File: config.mk
export PLATFORM = sky130hd
export DESIGN_NAME = mask_first_unit
export DESIGN_NICKNAME = d
export VERILOG_FILES = /design/src/rtl/mfu_pkg.sv /design/src/rtl/mfu_rst_sync.sv /design/src/rtl/mfu_lane.sv /design/src/rtl/mfu_ctrl.sv /design/src/rtl/mask_first_unit.sv
export SDC_FILE = /design/constraint.sdc
export NUM_CORES = 1
export LEC_CHECK = 0
export ABC_AREA = 1
export BUFFER_PORTS_ARGS = -buffer_cell sky130_fd_sc_hd__buf_2
export CORE_UTILIZATION = 44
export DETAILED_ROUTE_END_ITERATION = 16
export GPL_ROUTABILITY_DRIVEN = 0
export PLACE_DENSITY = 0.85
export SLEW_MARGIN = 5
export SYNTH_ARGS = -nofsm -noshare
export SYNTH_HDL_FRONTEND = slang
export SYNTH_HIERARCHICAL = 1
export SYNTH_SLANG_ARGS = --single-unit
File: constraint.sdc
create_clock -name clk -period 2.3 [get_ports clk]
set_input_delay 0.115 -clock clk [delete_from_list [all_inputs] [get_ports clk]]
set_output_delay 0.115 -clock clk [all_outputs]
set_load 0.01 [all_outputs]
File: src/rtl/mfu_pkg.sv
package mfu_pkg;
  localparam int LANE_W = 8;

  typedef enum logic [1:0] {
    MD_BEFORE = 2'd0,
    MD_INCL   = 2'd1,
    MD_ONLY   = 2'd2,
    MD_BAD    = 2'd3
  } mfu_mode_e;

  typedef enum logic {
    ST_IDLE = 1'b0,
    ST_SCAN = 1'b1
  } mfu_state_e;
endpackage

File: src/rtl/mfu_rst_sync.sv
module mfu_rst_sync (
  input  logic clk,
  input  logic rst_n,
  output logic rst_n_sync
);
  logic stage_q;
  logic out_q;

  always_ff @(posedge clk or negedge rst_n) begin
    if (!rst_n) begin
      stage_q <= 1'b0;
      out_q   <= 1'b0;
    end else begin
      stage_q <= 1'b1;
      out_q   <= stage_q;
    end
  end

  assign rst_n_sync = out_q;
endmodule

File: src/rtl/mfu_lane.sv
module mfu_lane
  import mfu_pkg::*;
#(
  parameter int W     = LANE_W,
  localparam int CNT_W = $clog2(W + 1)
) (
  input  mfu_mode_e        mode,
  input  logic             found_in,
  input  logic [CNT_W-1:0] nvalid,
  input  logic [W-1:0]     src,
  input  logic [W-1:0]     en,
  input  logic [W-1:0]     old,
  output logic [W-1:0]     result,
  output logic             found_out
);
  logic [W:0] seen;

  assign seen[0] = found_in;

  for (genvar j = 0; j < W; j++) begin : g_bit
    logic in_range;
    logic active;
    logic hit;
    logic mark;

    assign in_range = (CNT_W'(j) < nvalid);
    assign active   = in_range & en[j];
    assign hit      = active & src[j];
    assign seen[j+1] = seen[j] | hit;

    always_comb begin
      unique case (mode)
        MD_BEFORE: mark = ~(seen[j] | src[j]);
        MD_INCL:   mark = ~seen[j];
        MD_ONLY:   mark = ~seen[j] & src[j];
        default:   mark = old[j];
      endcase
    end

    assign result[j] = active ? mark : old[j];
  end

  assign found_out = seen[W];
endmodule

File: src/rtl/mfu_ctrl.sv
module mfu_ctrl
  import mfu_pkg::*;
#(
  parameter int VLMAX = 256,
  localparam int NBYTES = VLMAX / LANE_W,
  localparam int ADDR_W = (NBYTES > 1) ? $clog2(NBYTES) : 1,
  localparam int VL_W   = $clog2(VLMAX + 1),
  localparam int CNT_W  = $clog2(LANE_W + 1)
) (
  input  logic             clk,
  input  logic             rst_n,
  input  logic             start,
  input  logic [1:0]       mode,
  input  logic [VL_W-1:0]  vl,
  input  logic [VL_W-1:0]  vstart,
  input  logic             found_out,
  output logic             step,
  output logic [ADDR_W-1:0] idx,
  output mfu_mode_e        mode_cur,
  output logic             found_cur,
  output logic [CNT_W-1:0] nvalid,
  output logic             done,
  output logic             exception,
  output logic             vstart_clr
);
  mfu_state_e        st_q, st_n;
  logic [ADDR_W-1:0] idx_q, idx_n;
  mfu_mode_e         mode_q, mode_n;
  logic [VL_W-1:0]   vl_q, vl_n;
  logic              found_q, found_n;
  logic              done_q, done_n;
  logic              exc_q, exc_n;
  logic              clr_q, clr_n;

  logic [VL_W-1:0]   base;
  logic [VL_W-1:0]   rem;
  logic              last;
  logic [VL_W-1:0]   vl_clamped;

  assign base       = VL_W'(idx_q) << 3;
  assign rem        = vl_q - base;
  assign last       = (rem <= VL_W'(LANE_W));
  assign vl_clamped = (vl > VL_W'(VLMAX)) ? VL_W'(VLMAX) : vl;

  always_comb begin
    if (rem >= VL_W'(LANE_W)) nvalid = CNT_W'(LANE_W);
    else                      nvalid = rem[CNT_W-1:0];
  end

  always_comb begin
    st_n    = st_q;
    idx_n   = idx_q;
    mode_n  = mode_q;
    vl_n    = vl_q;
    found_n = found_q;
    done_n  = 1'b0;
    exc_n   = 1'b0;
    clr_n   = 1'b0;
    unique case (st_q)
      ST_IDLE: begin
        if (start) begin
          if ((vstart != '0) || (mode == MD_BAD)) begin
            done_n = 1'b1;
            exc_n  = 1'b1;
          end else if (vl == '0) begin
            done_n = 1'b1;
            clr_n  = 1'b1;
          end else begin
            st_n    = ST_SCAN;
            idx_n   = '0;
            found_n = 1'b0;
            mode_n  = mfu_mode_e'(mode);
            vl_n    = vl_clamped;
          end
        end
      end
      ST_SCAN: begin
        found_n = found_out;
        if (last) begin
          st_n   = ST_IDLE;
          done_n = 1'b1;
          clr_n  = 1'b1;
        end else begin
          idx_n = idx_q + 1'b1;
        end
      end
      default: st_n = ST_IDLE;
    endcase
  end

  always_ff @(posedge clk or negedge rst_n) begin
    if (!rst_n) begin
      st_q    <= ST_IDLE;
      idx_q   <= '0;
      mode_q  <= MD_BEFORE;
      vl_q    <= '0;
      found_q <= 1'b0;
      done_q  <= 1'b0;
      exc_q   <= 1'b0;
      clr_q   <= 1'b0;
    end else begin
      st_q    <= st_n;
      idx_q   <= idx_n;
      mode_q  <= mode_n;
      vl_q    <= vl_n;
      found_q <= found_n;
      done_q  <= done_n;
      exc_q   <= exc_n;
      clr_q   <= clr_n;
    end
  end

  assign step       = (st_q == ST_SCAN);
  assign idx        = idx_q;
  assign mode_cur   = mode_q;
  assign found_cur  = found_q;
  assign done       = done_q;
  assign exception  = exc_q;
  assign vstart_clr = clr_q;
endmodule

File: src/rtl/mask_first_unit.sv
module mask_first_unit
  import mfu_pkg::*;
#(
  parameter int VLMAX = 256,
  localparam int NBYTES = VLMAX / LANE_W,
  localparam int ADDR_W = (NBYTES > 1) ? $clog2(NBYTES) : 1,
  localparam int VL_W   = $clog2(VLMAX + 1),
  localparam int CNT_W  = $clog2(LANE_W + 1)
) (
  input  logic              clk,
  input  logic              rst_n,
  input  logic              start,
  input  logic [1:0]        mode,
  input  logic [VL_W-1:0]   vl,
  input  logic [VL_W-1:0]   vstart,
  output logic [ADDR_W-1:0] src_addr,
  input  logic [LANE_W-1:0] src_data,
  output logic [ADDR_W-1:0] en_addr,
  input  logic [LANE_W-1:0] en_data,
  output logic [ADDR_W-1:0] dst_addr,
  input  logic [LANE_W-1:0] dst_rd_data,
  output logic              dst_wr_en,
  output logic [LANE_W-1:0] dst_wr_data,
  output logic              done,
  output logic              exception,
  output logic              vstart_clr
);
  logic              rst_n_sync;
  logic              step;
  logic [ADDR_W-1:0] idx;
  mfu_mode_e         mode_cur;
  logic              found_cur;
  logic              found_out;
  logic [CNT_W-1:0]  nvalid;
  logic [LANE_W-1:0] lane_result;

  mfu_rst_sync u_rst_sync (
    .clk        (clk),
    .rst_n      (rst_n),
    .rst_n_sync (rst_n_sync)
  );

  mfu_ctrl #(.VLMAX(VLMAX)) u_ctrl (
    .clk        (clk),
    .rst_n      (rst_n_sync),
    .start      (start),
    .mode       (mode),
    .vl         (vl),
    .vstart     (vstart),
    .found_out  (found_out),
    .step       (step),
    .idx        (idx),
    .mode_cur   (mode_cur),
    .found_cur  (found_cur),
    .nvalid     (nvalid),
    .done       (done),
    .exception  (exception),
    .vstart_clr (vstart_clr)
  );

  mfu_lane #(.W(LANE_W)) u_lane (
    .mode      (mode_cur),
    .found_in  (found_cur),
    .nvalid    (nvalid),
    .src       (src_data),
    .en        (en_data),
    .old       (dst_rd_data),
    .result    (lane_result),
    .found_out (found_out)
  );

  assign src_addr    = idx;
  assign en_addr     = idx;
  assign dst_addr    = idx;
  assign dst_wr_en   = step;
  assign dst_wr_data = lane_result;
endmodule

==> results of run 1 <==
==> path summary, 6_finish.rpt <==
check / to / startpoint
worst max register to register: u_ctrl/found_cur$_DFFE_PN0P_ / u_ctrl/vl_q[3]$_DFFE_PN0P_
worst min register to register: u_rst_sync/rst_n_sync$_DFF_PN0_ / u_rst_sync/stage_q$_DFF_PN0_
max in group asynchronous: u_ctrl/idx[2]$_DFFE_PN0P_ / u_rst_sync/rst_n_sync$_DFF_PN0_
worst max-delay path: u_ctrl/found_cur$_DFFE_PN0P_ / u_ctrl/vl_q[3]$_DFFE_PN0P_
min in group asynchronous: u_rst_sync/rst_n_sync$_DFF_PN0_ / rst_n
worst min-delay path: u_ctrl/mode_cur[0]$_DFFE_PN0P_ / mode[0]
==> repair_timing <==
item,CTS,global route
buffers inserted,8,4
pin swaps,18,16
resized for setup,21,21
hold endpoints to repair,2,0
setup endpoints to repair,9,13
hold buffers,1,0
==> routing by layer <==
| metal | track usage, % | routed length, um | up-vias |
|---|---|---|---|
| met2 | 42.7 | 3010 | 108 |
| met5 | 0 | 0 | - |
| li1 | - | - | 1061 |
| met1 | 30.1 | 2300 | 1011 |
| met4 | 12.2 | 297 | 0 |
| met3 | 5.50 | 394 | 38 |
==> stage by stage <==
step	std cells	total power (W)
2_1_floorplan	275	0.000672
3_3_place_gp	403	0.000815
3_5_place_dp	403	0.000827
4_1_cts	416	0.00115
5_1_grt	418	0.00129
6_report	418	0.00122
==> power by group <==
| part | internal [W] | switching [W] | leakage, nW |
|---|---|---|---|
| sequential | 0.000413 | 0.0000112 | 0.278 |
| clock | 0.000121 | 0.000135 | 0.0255 |
| combinational | 0.000229 | 0.000316 | 1.20 |
| total | 0.000763 | 0.000462 | 1.50 |
==> registers in the layout (all words and copies together), names as in the netlist <==
signal / count
u_ctrl/done: 1
u_ctrl/exception: 1
u_ctrl/found_cur: 1
u_ctrl/idx: 5
u_ctrl/mode_cur: 2
u_ctrl/step: 1
u_ctrl/vl_q: 9
u_ctrl/vstart_clr: 1
u_rst_sync/rst_n_sync: 1
u_rst_sync/stage_q: 1
==> cell usage after synthesis (all sizes together) <==
cell type	number	area, um^2
xor2	7	61.3
xnor2	1	8.76
nand3	38	233
nor3	3	26.3
a21oi	7	35.0
nor3b	1	7.51
fa	1	20.0
o22ai	2	12.5
o21ai	11	55.1
nor2	31	139
or2	2	15.0
inv	36	135
nand2	79	309
ha	6	75.1
nand4	3	25.0
buf	13	103
dfrtp	23	576
o31ai	4	30.0
o211ai	2	15.0
conb	1	3.75
nand3b	2	15.0
o21a	1	7.51
clkinv	1	3.75
==> layout make-up <==
cell class	count	area, um^2	area share [%]
Timing Repair Buffer	102	606	22.0
Sequential cell	23	579	21.0
Inverter	37	139	5.04
Tap cell	50	62.6	2.27
Clock buffer	3	41.3	1.50
Clock inverter	1	5.00	0.182
Multi-Input combinational cell	202	1320	48.0
==> cells by family after synthesis <==
logic type | count (synthesis) | share of synthesized area (%)
AO/OA/AOI/OAI | 27 | 8.12
XOR/XNOR | 8 | 3.67
adder cells (fa/ha/maj) | 7 | 4.98
buffers and inverters | 50 | 12.6
flip-flops | 23 | 30.1
other | 1 | 0.196
AND/OR/NAND/NOR | 159 | 40.3
==> worst max-delay path, delay by kind of cell, from the launching register on <==
kind / cells / cell delay, ns
AOI/OAI and AO/OA: 1 / 0.15
DFF: 1 / 0.38
and+or+nand+nor: 15 / 1.70
buffers and inverters: 4 / 0.33
adders and majority gates: 2 / 0.51
==> results list, run 1 <==
- The run finished, with violations left.
* Violations in the final reports: setup timing
- In the global route stage, overall resource usage came out at 25.2%.
- VDD sags by at most 303 uV.
* Register clock-pin slew on the reported worst setup and hold paths: 0.08 ns
- The worst hold path passes through 3 cells.
- Syn avg cell area: 6.95 um^2
- Proportion of layout cells with a drive suffix above 1: 46.5%
* Final critical path time including I/O delays and setup: 3.19 ns
- Endpoint arrival time on the critical path: 3.34 ns
- The worst setup path is launched from a flip-flop.
* TritonCTS clock tree: built
- Filler instances: 313
* Upper clock frequency limit: around 310 MHz
- The worst pin sits at a relative slew slack of 41.1%.
- Root cell of the clock tree: clkbuf_8
* Yosys cell types: 34
- Max H-tree Level: 1
- Relative to the synthesized area, the layout overhead comes to 44.1%.
- The count of buffers added on input and output ports is 73.
* DR vias: 2218
- Summed over all layers, the routed wires come to 6010 um.
* Top-Level Pins: 74
* Fraction of the yosys area taken by sequential cells: 30.1%
- Setup total negative slack on the finished layout was measured at -6.89 ns.
* Number of DRC violations after detailed-routing iteration 0: around 150
- Effective utilization at floorplan: 46.8%
- Reg2Reg Depth: 22
- Skew-Pair Late Insertion Delay: 0.27 ns
* Finished Core Util: 67.4%
- Number of placement rows: 23
* Final standard cell area without fillers: approximately 0.0028 mm^2
- Full die area: ~0.0046 mm^2
* Final period util: 139%
- Leaving out fill and tap cells, the most frequent cells in the layout are buf_2 (71), nand2_1 (67), inv_1 (30).
- In the synthesized netlist, the number of instances is 275.
- For this run, the post-layout net count is 423.
- Classification of the worst-slack hold path: input pin to flip-flop
- Number of diodes added for antenna fixing: 0
- Setup repair after global routing missed its margin: true
* Wire length of the first global-routing pass: 8600 um
* Clock buffer depth: 2
* PwrDens: 445 mW/mm^2
- Vias per cell: between 5 and 6
* Number of buffers added by the clock tree synthesis step: 3
- Before antenna repair, the detailed router went through 4 iterations.
* Max-slew violation count: 0
- Detailed Place HPWL: ~4000 um
- In this run the static leakage power is 1.50 nW.
- Post-synthesis instance area: 0.00191 mm^2
- Remaining global-route overflow: 0
- Total of endpoints with negative setup slack in the final report: 9
- The worst setup path is captured at a flip-flop.
- Routed wire length per instance: 14.4 um
- CP required: 2.45 ns
* Total nets after synthesis: 329
* Hold Slack: between 0.05 and 0.06 ns
- Category of the critical setup timing path: flip-flop to flip-flop
- OpenSTA, run right after detailed placement, puts the worst setup slack at -0.473 ns.
* Die extent in y: 67.9 um
- Total number of clock tree sinks: 23
- The Yosys step of the flow raised 6 warnings.
- Leaving out fill and tap cells, the most frequent cell in the layout is buf_2.
- Least-Margin Pin Slew: 0.883 ns
- The via count of the first global-routing pass came to between 2000 and 2500.
- Delay contributed by the slowest stage of the critical path: ~0.38 ns
- The number of failing hold endpoints at the final stage came to 0.
- Register-to-register setup slack: -0.89 ns
- Entering global routing, the biggest net connects 22 pins.
- The number of antenna violations at the first check in global routing is 0.
- Across the run, the number of max-cap violations was 0.
* Maximum fanout encountered on the critical timing path: 7
* Final worst setup slack: -0.891 ns
- Count of unresolved DRC violations after routing: 0
* Floorplan die width: 67.9 um
- Synthesized flop and latch total: 23
* Core outline area: 0.00409 mm^2
- Post-route antenna net violation count: 0
- Max Clock Skew: 0.00308 ns
* Crit path max-delay cell type: dfrtp_1
* Cell-by-cell listing of the critical path: inv_2, ha_4, inv_2, fa_2, nand2_1, nand2_1, nand3_2, nand3_2, nor2_4, nand2_4, nor2_4, nand2_2, nand3_2, nand2_2, nor2_4, nand4_4, nor2_4, buf_4, buf_6, o211ai_1, nand2_1, nand2_1
- In this run the cell area measured after placement is 0.00246 mm^2.
Note: power is estimated with default switching activity, not from simulation.
==> run 2: changes to the inputs <==
- ABC_AREA: 1 -> unset
- PLACE_DENSITY: 0.85 -> 0.86
==> run 2 against run 1 <==
Against the previous run:
- the flow still finishes with violations (setup timing)
- sequential cell count is the same
- cell count decreased by 11%
- utilization is 2.1 points higher
- global-route usage fell by 0.17 points
- critical endpoint is now dst_wr_data[6]
- critical path type is now flip-flop to output port
- sequential share of layout area is 0.099 points lower
- register-to-register slack worse by 0.50 ns
- largest cell class unchanged
- clock-buffer cell count unchanged
- clock power hardly changed
==> results list, run 2 <==
- Reg2Reg Depth: 18 (-18%)
- The critical path is of the flip-flop to output port type.
- Setup crit end kind: output port
- Traced cell by cell, the critical path runs through inv_2, ha_4, inv_2, fa_2, xor2_2, nor3b_2, mux2i_2, nor3_2, buf_4, and3_4, a211o_1, and3_4, a2111o_1, a211oi_2, a32o_2, buf_6.
* Relative slew slack: 43.2% (+2.0 points)
- The number of enable-type register cells in the synthesized netlist came to 0 (unchanged).
- The library cell used most frequently in the layout, excluding fill and tap cells, is buf_2.
- The worst register-to-register path begins at u_ctrl/vl_q[3]$_DFFE_PN0P_.
- Upper clock frequency limit: 258 MHz (-18%)
- The post-synthesis average cell area came to 8.42 um^2 (+21%).
- The setup TNS after final layout is -12.39 ns (-5.50 ns).
- Classification of the worst-slack hold path: input pin to flip-flop
* Min-Delay Startpoint: mode[1]
* Synthesized flop and latch total: 23 (unchanged)
- Clock buffer depth: 2 (unchanged)
* Cells on Worst Hold Path: 2 (-1)
- Effective utilization at floorplan: 45.9% (-0.87 points)
- List of most frequent post-synthesis cells: nand2_1 (27), dfrtp_1 (23), o21ai_0 (19)
* Design internal power: 0.000677 W (-11%)
* Number of buffers added by the clock tree synthesis step: 3 (unchanged)
- Clk pwr share: 27.4% (+6.5 points)
- PwrDens: 340 mW/mm^2 (-24%)
- Delay contributed by the slowest stage of the critical path: 0.41 ns (+0.03 ns)
* Detailed Place HPWL: 3760 um (-4.3%)
- Final worst setup slack: -1.58 ns (-0.692 ns)
- Most frequent cells in the layout: buf_2 (71), buf_4 (39), nand2_1 (25)
- Worst setup path startpoint: u_ctrl/vl_q[3]$_DFFE_PN0P_
- The area enclosed by the die boundary was 0.00443 mm^2 (-3.8%).
* Number of DRC violations after detailed-routing iteration 0: 95 (-35%)
- The final reports fail on setup timing.
- Crit path max-delay cell type: a2111o_1
- The fraction of power consumed by sequential logic came to 45.1% (+10 points).
* Port bufs: 73 (unchanged)
- Area fraction of the dominant cell type after synthesis: 31.4% (+1.2 points)
- Post-route antenna net violation count: 0 (unchanged)
- Count of unresolved DRC violations after routing: 0 (unchanged)
- Hold Slack: 0.0963 ns (+0.0369 ns)
* Top-Level Pins: 74 (unchanged)
- The via count of the first global-routing pass is 1918 (-5.7%).
- Least-Margin Pin Slew: 0.852 ns (-0.0306 ns)
* Number of placement rows: 23 (unchanged)
* Largest register FFs: 9 (unchanged)
- The number of fill cells was 288 (-8.0%).
- The number of nets at the end of the flow is 377 (-11%).
- The multi-input combinational cell area came to 0.00130 mm^2 (-1.6%).
* Most frequent cell after synthesis: nand2_1
- Total global routing track utilization: 25.0% (-0.17 points)
* DR vias: 2056 (-7.3%)
* Wire length of the first global-routing pass: 8430 um (-2.0%)
* Flip-flop and latch area: 582 um^2 (+0.43%)
- Share of synthesized registers carrying an async set or reset: 100% (unchanged)
- Final critical path time including I/O delays and setup: 3.88 ns (+0.692 ns)
- TritonCTS clock tree: built
* Max Clock Skew: 0.00647 ns (+0.00339 ns)
- Wire length reported by the detailed router: 5440 um (-9.5%)
- The pin count of the biggest net entering global routing came to 23 (+4.5%).
- Vias per cell: 5.53 (+4.2%)
* Total number of clock tree sinks: 23 (unchanged)
- Finished Core Util: 69.5% (+2.1 points)
- The number of maximum-capacitance constraint violations came to 0 (unchanged).
- Maximum vdd ir drop: 388 uV (+28%)
- Total nets after synthesis: 272 (-17%)
- Main area contributors after synthesis: dfrtp_1 (31%), nand2_1 (5.5%), o21ai_0 (5.2%)
- Max H-tree Level: 1 (unchanged)
- Cell taking the most area after synthesis: dfrtp_1
- The area of the mapped netlist is 0.00184 mm^2 (-3.9%).
- Final period util: 169% (+30 points)
* Max-slew violation count: 0 (unchanged)
- Setup repair after global routing missed its margin: true
- Signed area change from the synthesized netlist to the final layout: 51.4%
* Proportion of layout cells with a drive suffix above 1: 55.0% (+8.5 points)
- Detailed-router iteration count before antenna repair: 4 (unchanged)
* Hold worst-path end: u_ctrl/mode_cur[1]$_DFFE_PN0P_
- In this run the critical register-to-register path is captured at u_ctrl/found_cur$_DFFE_PN0P_.
- The final number of setup-violating endpoints is 15 (+6).
- Core outline area: 0.00400 mm^2 (-2.1%)
- The insertion delay of the later-clocked pin in the worst-skew pair is 0.27 ns (about the same).
- The reported leakage power came to 1.37 nW (-8.5%).
- The aggregate global routing overflow was 0 (unchanged).
- The data arrival time at the worst-slack endpoint came to 3.77 ns (+0.43 ns).
* Maximum fanout encountered on the critical timing path: 3 (-4)
- Synthesized instance count: 218 (-21%)
* Final hold violations: 0 (unchanged)
* Dominant synthesized flop cell: dfrtp_1
- The run finished, with violations left.
- The share of synthesized area occupied by flip-flops and latches is 31.4% (+1.2 points).
* Root cell of the clock tree: clkbuf_8
- The number of distinct library cells after synthesis was 56 (+65%).
- The clock transition at the registers of the reported paths is 0.08 ns (about the same).
- CP required: 2.18 ns (-0.27 ns)
- Synth warnings: 6 (unchanged)
- Register-to-register setup slack: -1.39 ns (-0.50 ns)
- The final antenna diode count came to 0 (unchanged).
- The die width came to 66.6 um (-1.9%).
* Die extent in y: 66.6 um (-1.9%)
* Worst Setup Start Kind: flip-flop
- Logic gate share of total power: 27.5% (-17 points)
* Routed wire length per instance: 14.6 um (+1.7%)
- Net switching power: 0.000269 W (-42%)
- The share of total power consumed by net switching was 28.4% (-9.3 points).
- The number of antenna violations at the first check in global routing was 0 (unchanged).
* Register ranked first by flip-flop count: u_ctrl/vl_q
## run 2: power groups by stage
stage	clock network, W	registers, W	logic (W)
after floorplan	0	0.000430	0.000104
after global placement	0	0.000433	0.000189
after detailed placement	0	0.000434	0.000196
after CTS	0.000260	0.000426	0.000235
after global routing	0.000281	0.000429	0.000280
final	0.000259	0.000426	0.000260
## run 2: metal layers
layer | up-vias | GRT usage (%) | part of all wire, %
li1 | 977 | - | -
met1 | 983 | 31.0 | 41
met2 | 82 | 43.1 | 51
met3 | 14 | 3.25 | 5.0
met4 | 0 | 10.9 | 2.4
met5 | - | 0 | 0
## run 2: how the worst max path moves through the flow
stage | depth (start not counted) | end
after floorplan | 15 | u_ctrl/found_cur$_DFFE_PN0P_
after global placement | 15 | dst_wr_data[6]
after detailed placement | 15 | dst_wr_data[6]
after CTS | 17 | dst_wr_data[5]
after global routing | 16 | dst_wr_data[6]
final | 16 | dst_wr_data[6]
## run 2: worst max-delay path: cells and delay by family, from the launching register on
family          cells  cell delay (ns)
xor+xnor            1             0.19
fa+ha+maj           2             0.50
compound gates      4             1.28
simple gates        4             0.52
buf+inv             4             0.37
mux                 1             0.26
flops               1             0.38
## run 2: cell type report
cell class / instances / share of cell area, %
multi-input combinational: 162 / 46.8
clock buffer: 3 / 1.49
tap: 50 / 2.25
inverter: 16 / 2.16
timing repair buffer: 117 / 26.1
clock inverter: 1 / 0.270
sequential: 23 / 20.9
## run 2: cells by family after synthesis
kind of cell,after synthesis,share of synthesized area (%)
flops,23,31.4
compound gates,55,22.3
mux,5,2.93
buf+inv,33,9.27
other cells,1,0.204
xor+xnor,5,2.39
simple gates,89,26.4
fa+ha+maj,7,5.18
## run 2: repair_timing
item | in CTS | in global routing
hold buffers | 1 | 0
gates resized for setup | 31 | 18
setup endpoints to repair | 17 | 17
endpoints found under the hold margin | 2 | 0
setup buffers | 10 | 5
pin swaps | 15 | 13
## run 2: stage by stage
stage / worst slack, ns / power, W / instances / instance area [um^2]
CTS: -1.48 / 0.000921 / 367 / 2670
floorplan: -1.10 / 0.000534 / 218 / 1890
detailed placement: -1.34 / 0.000630 / 353 / 2420
global placement: -1.16 / 0.000622 / 353 / 2420
global route: -1.74 / 0.000989 / 372 / 2780
finish: -1.58 / 0.000945 / 372 / 2780
==> run 3: changes to the inputs <==
- clock period: 2.3 -> 3.3 ns (I/O delays scaled with it)
==> run 3 against run 2 <==
Against the previous run:
- the run still ends with setup timing left
- critical endpoint unchanged
- setup slack better by 1.0 ns
- sequential power down 30%
- clock-buffer cell count is the same
- critical path type unchanged
- largest power group unchanged
- die area did not move
- via count shrank 2.6%
- clock skew hardly changed
- sequential cell count stayed put
==> results list, run 3 (same netlist as run 2, synthesis figures left out) <==
- Pin count of the biggest net entering global routing: 23 (unchanged)
- Worst Setup Start Kind: flip-flop
* Total global routing track utilization: 24.2% (-0.80 points)
- Min-Delay Startpoint: mode[0]
* Number of buffers added by the clock tree synthesis step: 3 (unchanged)
- The area of the core came to 0.00400 mm^2 (unchanged).
- The number of cells on the worst hold path is 2 (unchanged).
- Wire length of the first global-routing pass: 8170 um (-3.1%)
* PwrDens: 236 mW/mm^2 (-30%)
* Sum of negative setup slack: -3.33 ns (+9.07 ns)
- Least-Margin Pin Slew: 0.858 ns (+0.00573 ns)
- Number of diodes added for antenna fixing: 0 (unchanged)
* Setup crit end kind: output port
* Final critical path time including I/O delays and setup: approximately 3.9 ns
- The number of maximum-capacitance constraint violations came to 0 (unchanged).
* Endpoint arrival time on the critical path: 3.69 ns (-0.08 ns)
- The final max-slew violation count is 0 (unchanged).
* Clock buffer depth: 2 (unchanged)
* Wire length reported by the detailed router: 5250 um (-3.5%)
- Violations in the final reports: setup timing
- Maximum fanout encountered on the critical timing path: 4 (+1)
* Detailed-router iteration count before antenna repair: 4 (unchanged)
* Most used routing layer in global routing: met2
- Filler instances: 293 (+1.7%)
* Classification of the worst-slack hold path: input pin to flip-flop
- Setup repair after global routing missed its margin: true
- Final standard cell area without fillers: 0.00266 mm^2 (-4.2%)
- Total power of the final layout: 0.000630 W (-33%)
* Total of endpoints with negative setup slack in the final report: 9 (-6)
- GR Util met1: 30.5% (-0.53 points)
- Hold worst-path end: u_ctrl/mode_cur[0]$_DFFE_PN0P_
* Most frequent cells in the layout: buf_2 (71), buf_4 (32), nand2_1 (27)
- Maximum vdd ir drop: 334 uV (-14%)
* Count of unresolved DRC violations after routing: 0 (unchanged)
- Signed area change from the synthesized netlist to the final layout: 45.1%
- The number of routed nets with antenna violations came to 0 (unchanged).
- TritonCTS clock tree: built
- The CTS H-tree depth was 1 (unchanged).
- Clock tree synthesis selected as its root buffer the cell clkbuf_8.
- The critical path is of the flip-flop to output port type.
- Register-to-register setup slack: -0.25 ns (+1.14 ns)
- The count of standard-cell rows is 23 (unchanged).
- The insertion delay of the later-clocked pin in the worst-skew pair came to 0.26 ns (about the same).
- Status: finished with violations
- Destination of the worst register-to-register timing path: u_ctrl/found_cur$_DFFE_PN0P_
- The overall die height is 66.6 um (unchanged).
- The cell depth of the worst flop-to-flop path is 17 (-1).
- Leaving out fill and tap cells, the most frequent cell in the layout is buf_2.
- The reported leakage power came to 1.31 nW (-4.6%).
- Net total in the final layout: 366 (-2.9%)
- Remaining global-route overflow: 0 (unchanged)
* Total number of clock tree sinks: 23 (unchanged)
- Register clock-pin slew on the reported worst setup and hold paths: 0.08 ns (about the same)
* Initial antenna violation count: 0 (unchanged)
* Relative slew slack: 42.8% (-0.38 points)
- Vias per cell: 5.55 (+0.34%)
* Top-Level Pins: 74 (unchanged)
- The met3 track demand over resource came to 2.40% (-0.86 points).
* Final hold violations: 0 (unchanged)
- The sum of net half-perimeters after detailed placement is 3800 um (+1.1%).
- The number of buffers inserted by port buffering is 73 (unchanged).
- The met2 usage in global routing came to 41.2% (-1.9 points).
* Via count of the first global-routing pass: 1867 (-2.7%)
- Register ranked first by flip-flop count: u_ctrl/vl_q
- The number of flip-flops under the largest register name is 9 (unchanged).
- After layout, the worst path uses 117% of the clock period.
- For this run, the top clock speed supported by timing is 259 MHz.
- Post-placement setup slack: -0.393 ns (+0.945 ns)
- The number of DRC markers in iteration 0 is 89 (-6.3%).
* DR vias: 2002 (-2.6%)
* Floorplan die width: 66.6 um (unchanged)
* Post-detailed-placement cell area: 0.00239 mm^2 (-1.5%)
- The detail-routed net length per standard cell is 14.5 um (-0.54%).
- Finished Core Util: 66.6% (-2.9 points)
- The area enclosed by the die boundary is 0.00443 mm^2 (unchanged).
- The share of post-route cells with drive strength above 1 is 48.2% (-6.7 points).
* Effective utilization at floorplan: 45.9% (unchanged)
* Final worst setup slack: -0.555 ns (+1.03 ns)
* Max Clock Skew: 0.00623 ns (-0.000240 ns)
* CP required: 3.13 ns (+0.95 ns)
* Worst reg2reg path startpoint: u_ctrl/vl_q[3]$_DFFE_PN0P_
-- run 3: cell type report --
| type | instances | area (um^2) | share of cell area (%) |
|---|---|---|---|
| clock buffers | 3 | 41.3 | 1.55 |
| clock inverters | 1 | 7.51 | 0.282 |
| inverters | 16 | 62.6 | 2.35 |
| multi-input cells | 162 | 1280 | 48.1 |
| flip-flops and latches | 23 | 581 | 21.8 |
| well taps | 50 | 62.6 | 2.35 |
| repair buffers | 106 | 628 | 23.6 |
-- run 3: routing by layer --
layer	share of wire, %	routed length (um)	vias to the layer above
li1	-	-	954
met1	42	2230	953
met2	51	2670	81
met3	4.3	225	14
met4	2.4	128	0
met5	0	0	-
-- run 3: critical path: stages (launching register included) --
cell and delay, ns:
dfrtp_1 0.38, inv_2 0.08, ha_4 0.14, inv_2 0.04
fa_2 0.39, a21o_4 0.23, a21oi_4 0.18, xnor2_4 0.09
nor3_4 0.20, and2_4 0.18, inv_4 0.05, o41ai_4 0.39
o21bai_1 0.13, a2111o_1 0.37, a211oi_2 0.26, a32o_2 0.23
buf_6 0.10
-- run 3: where the power goes --
part | internal, W | switching, W
logic | 0.0000832 | 0.0000745
clock network | 0.0000853 | 0.0000897
registers | 0.000287 | 0.0000101
total | 0.000455 | 0.000174
-- run 3: timing repair --
item | in CTS | in global routing
buffers inserted | 8 | 5
hold endpoints to repair | 2 | 0
pin swaps | 4 | 3
hold buffers | 1 | 0
setup endpoints to repair | 9 | 9
resized for setup | 16 | 12
-- run 3: metrics by stage --
step	instances	hold slack (ns)
6_report	361	0.151
5_1_grt	361	0.149
4_1_cts	356	0.146
3_5_place_dp	348	-0.0471
3_3_place_gp	348	-0.0499
2_1_floorplan	218	-0.131
-- run 3: how the worst max path moves through the flow --
stage                               start              to  cells after the start
6_report       u_ctrl/vl_q[3]$_DFFE_PN0P_  dst_wr_data[6]                     16
3_5_place_dp   u_ctrl/vl_q[3]$_DFFE_PN0P_  dst_wr_data[6]                     15
2_1_floorplan   u_ctrl/idx[0]$_DFFE_PN0P_  dst_wr_data[6]                     13
5_1_grt        u_ctrl/vl_q[3]$_DFFE_PN0P_  dst_wr_data[5]                     17
4_1_cts        u_ctrl/vl_q[3]$_DFFE_PN0P_  dst_wr_data[6]                     16
3_3_place_gp   u_ctrl/vl_q[3]$_DFFE_PN0P_  dst_wr_data[7]                     15
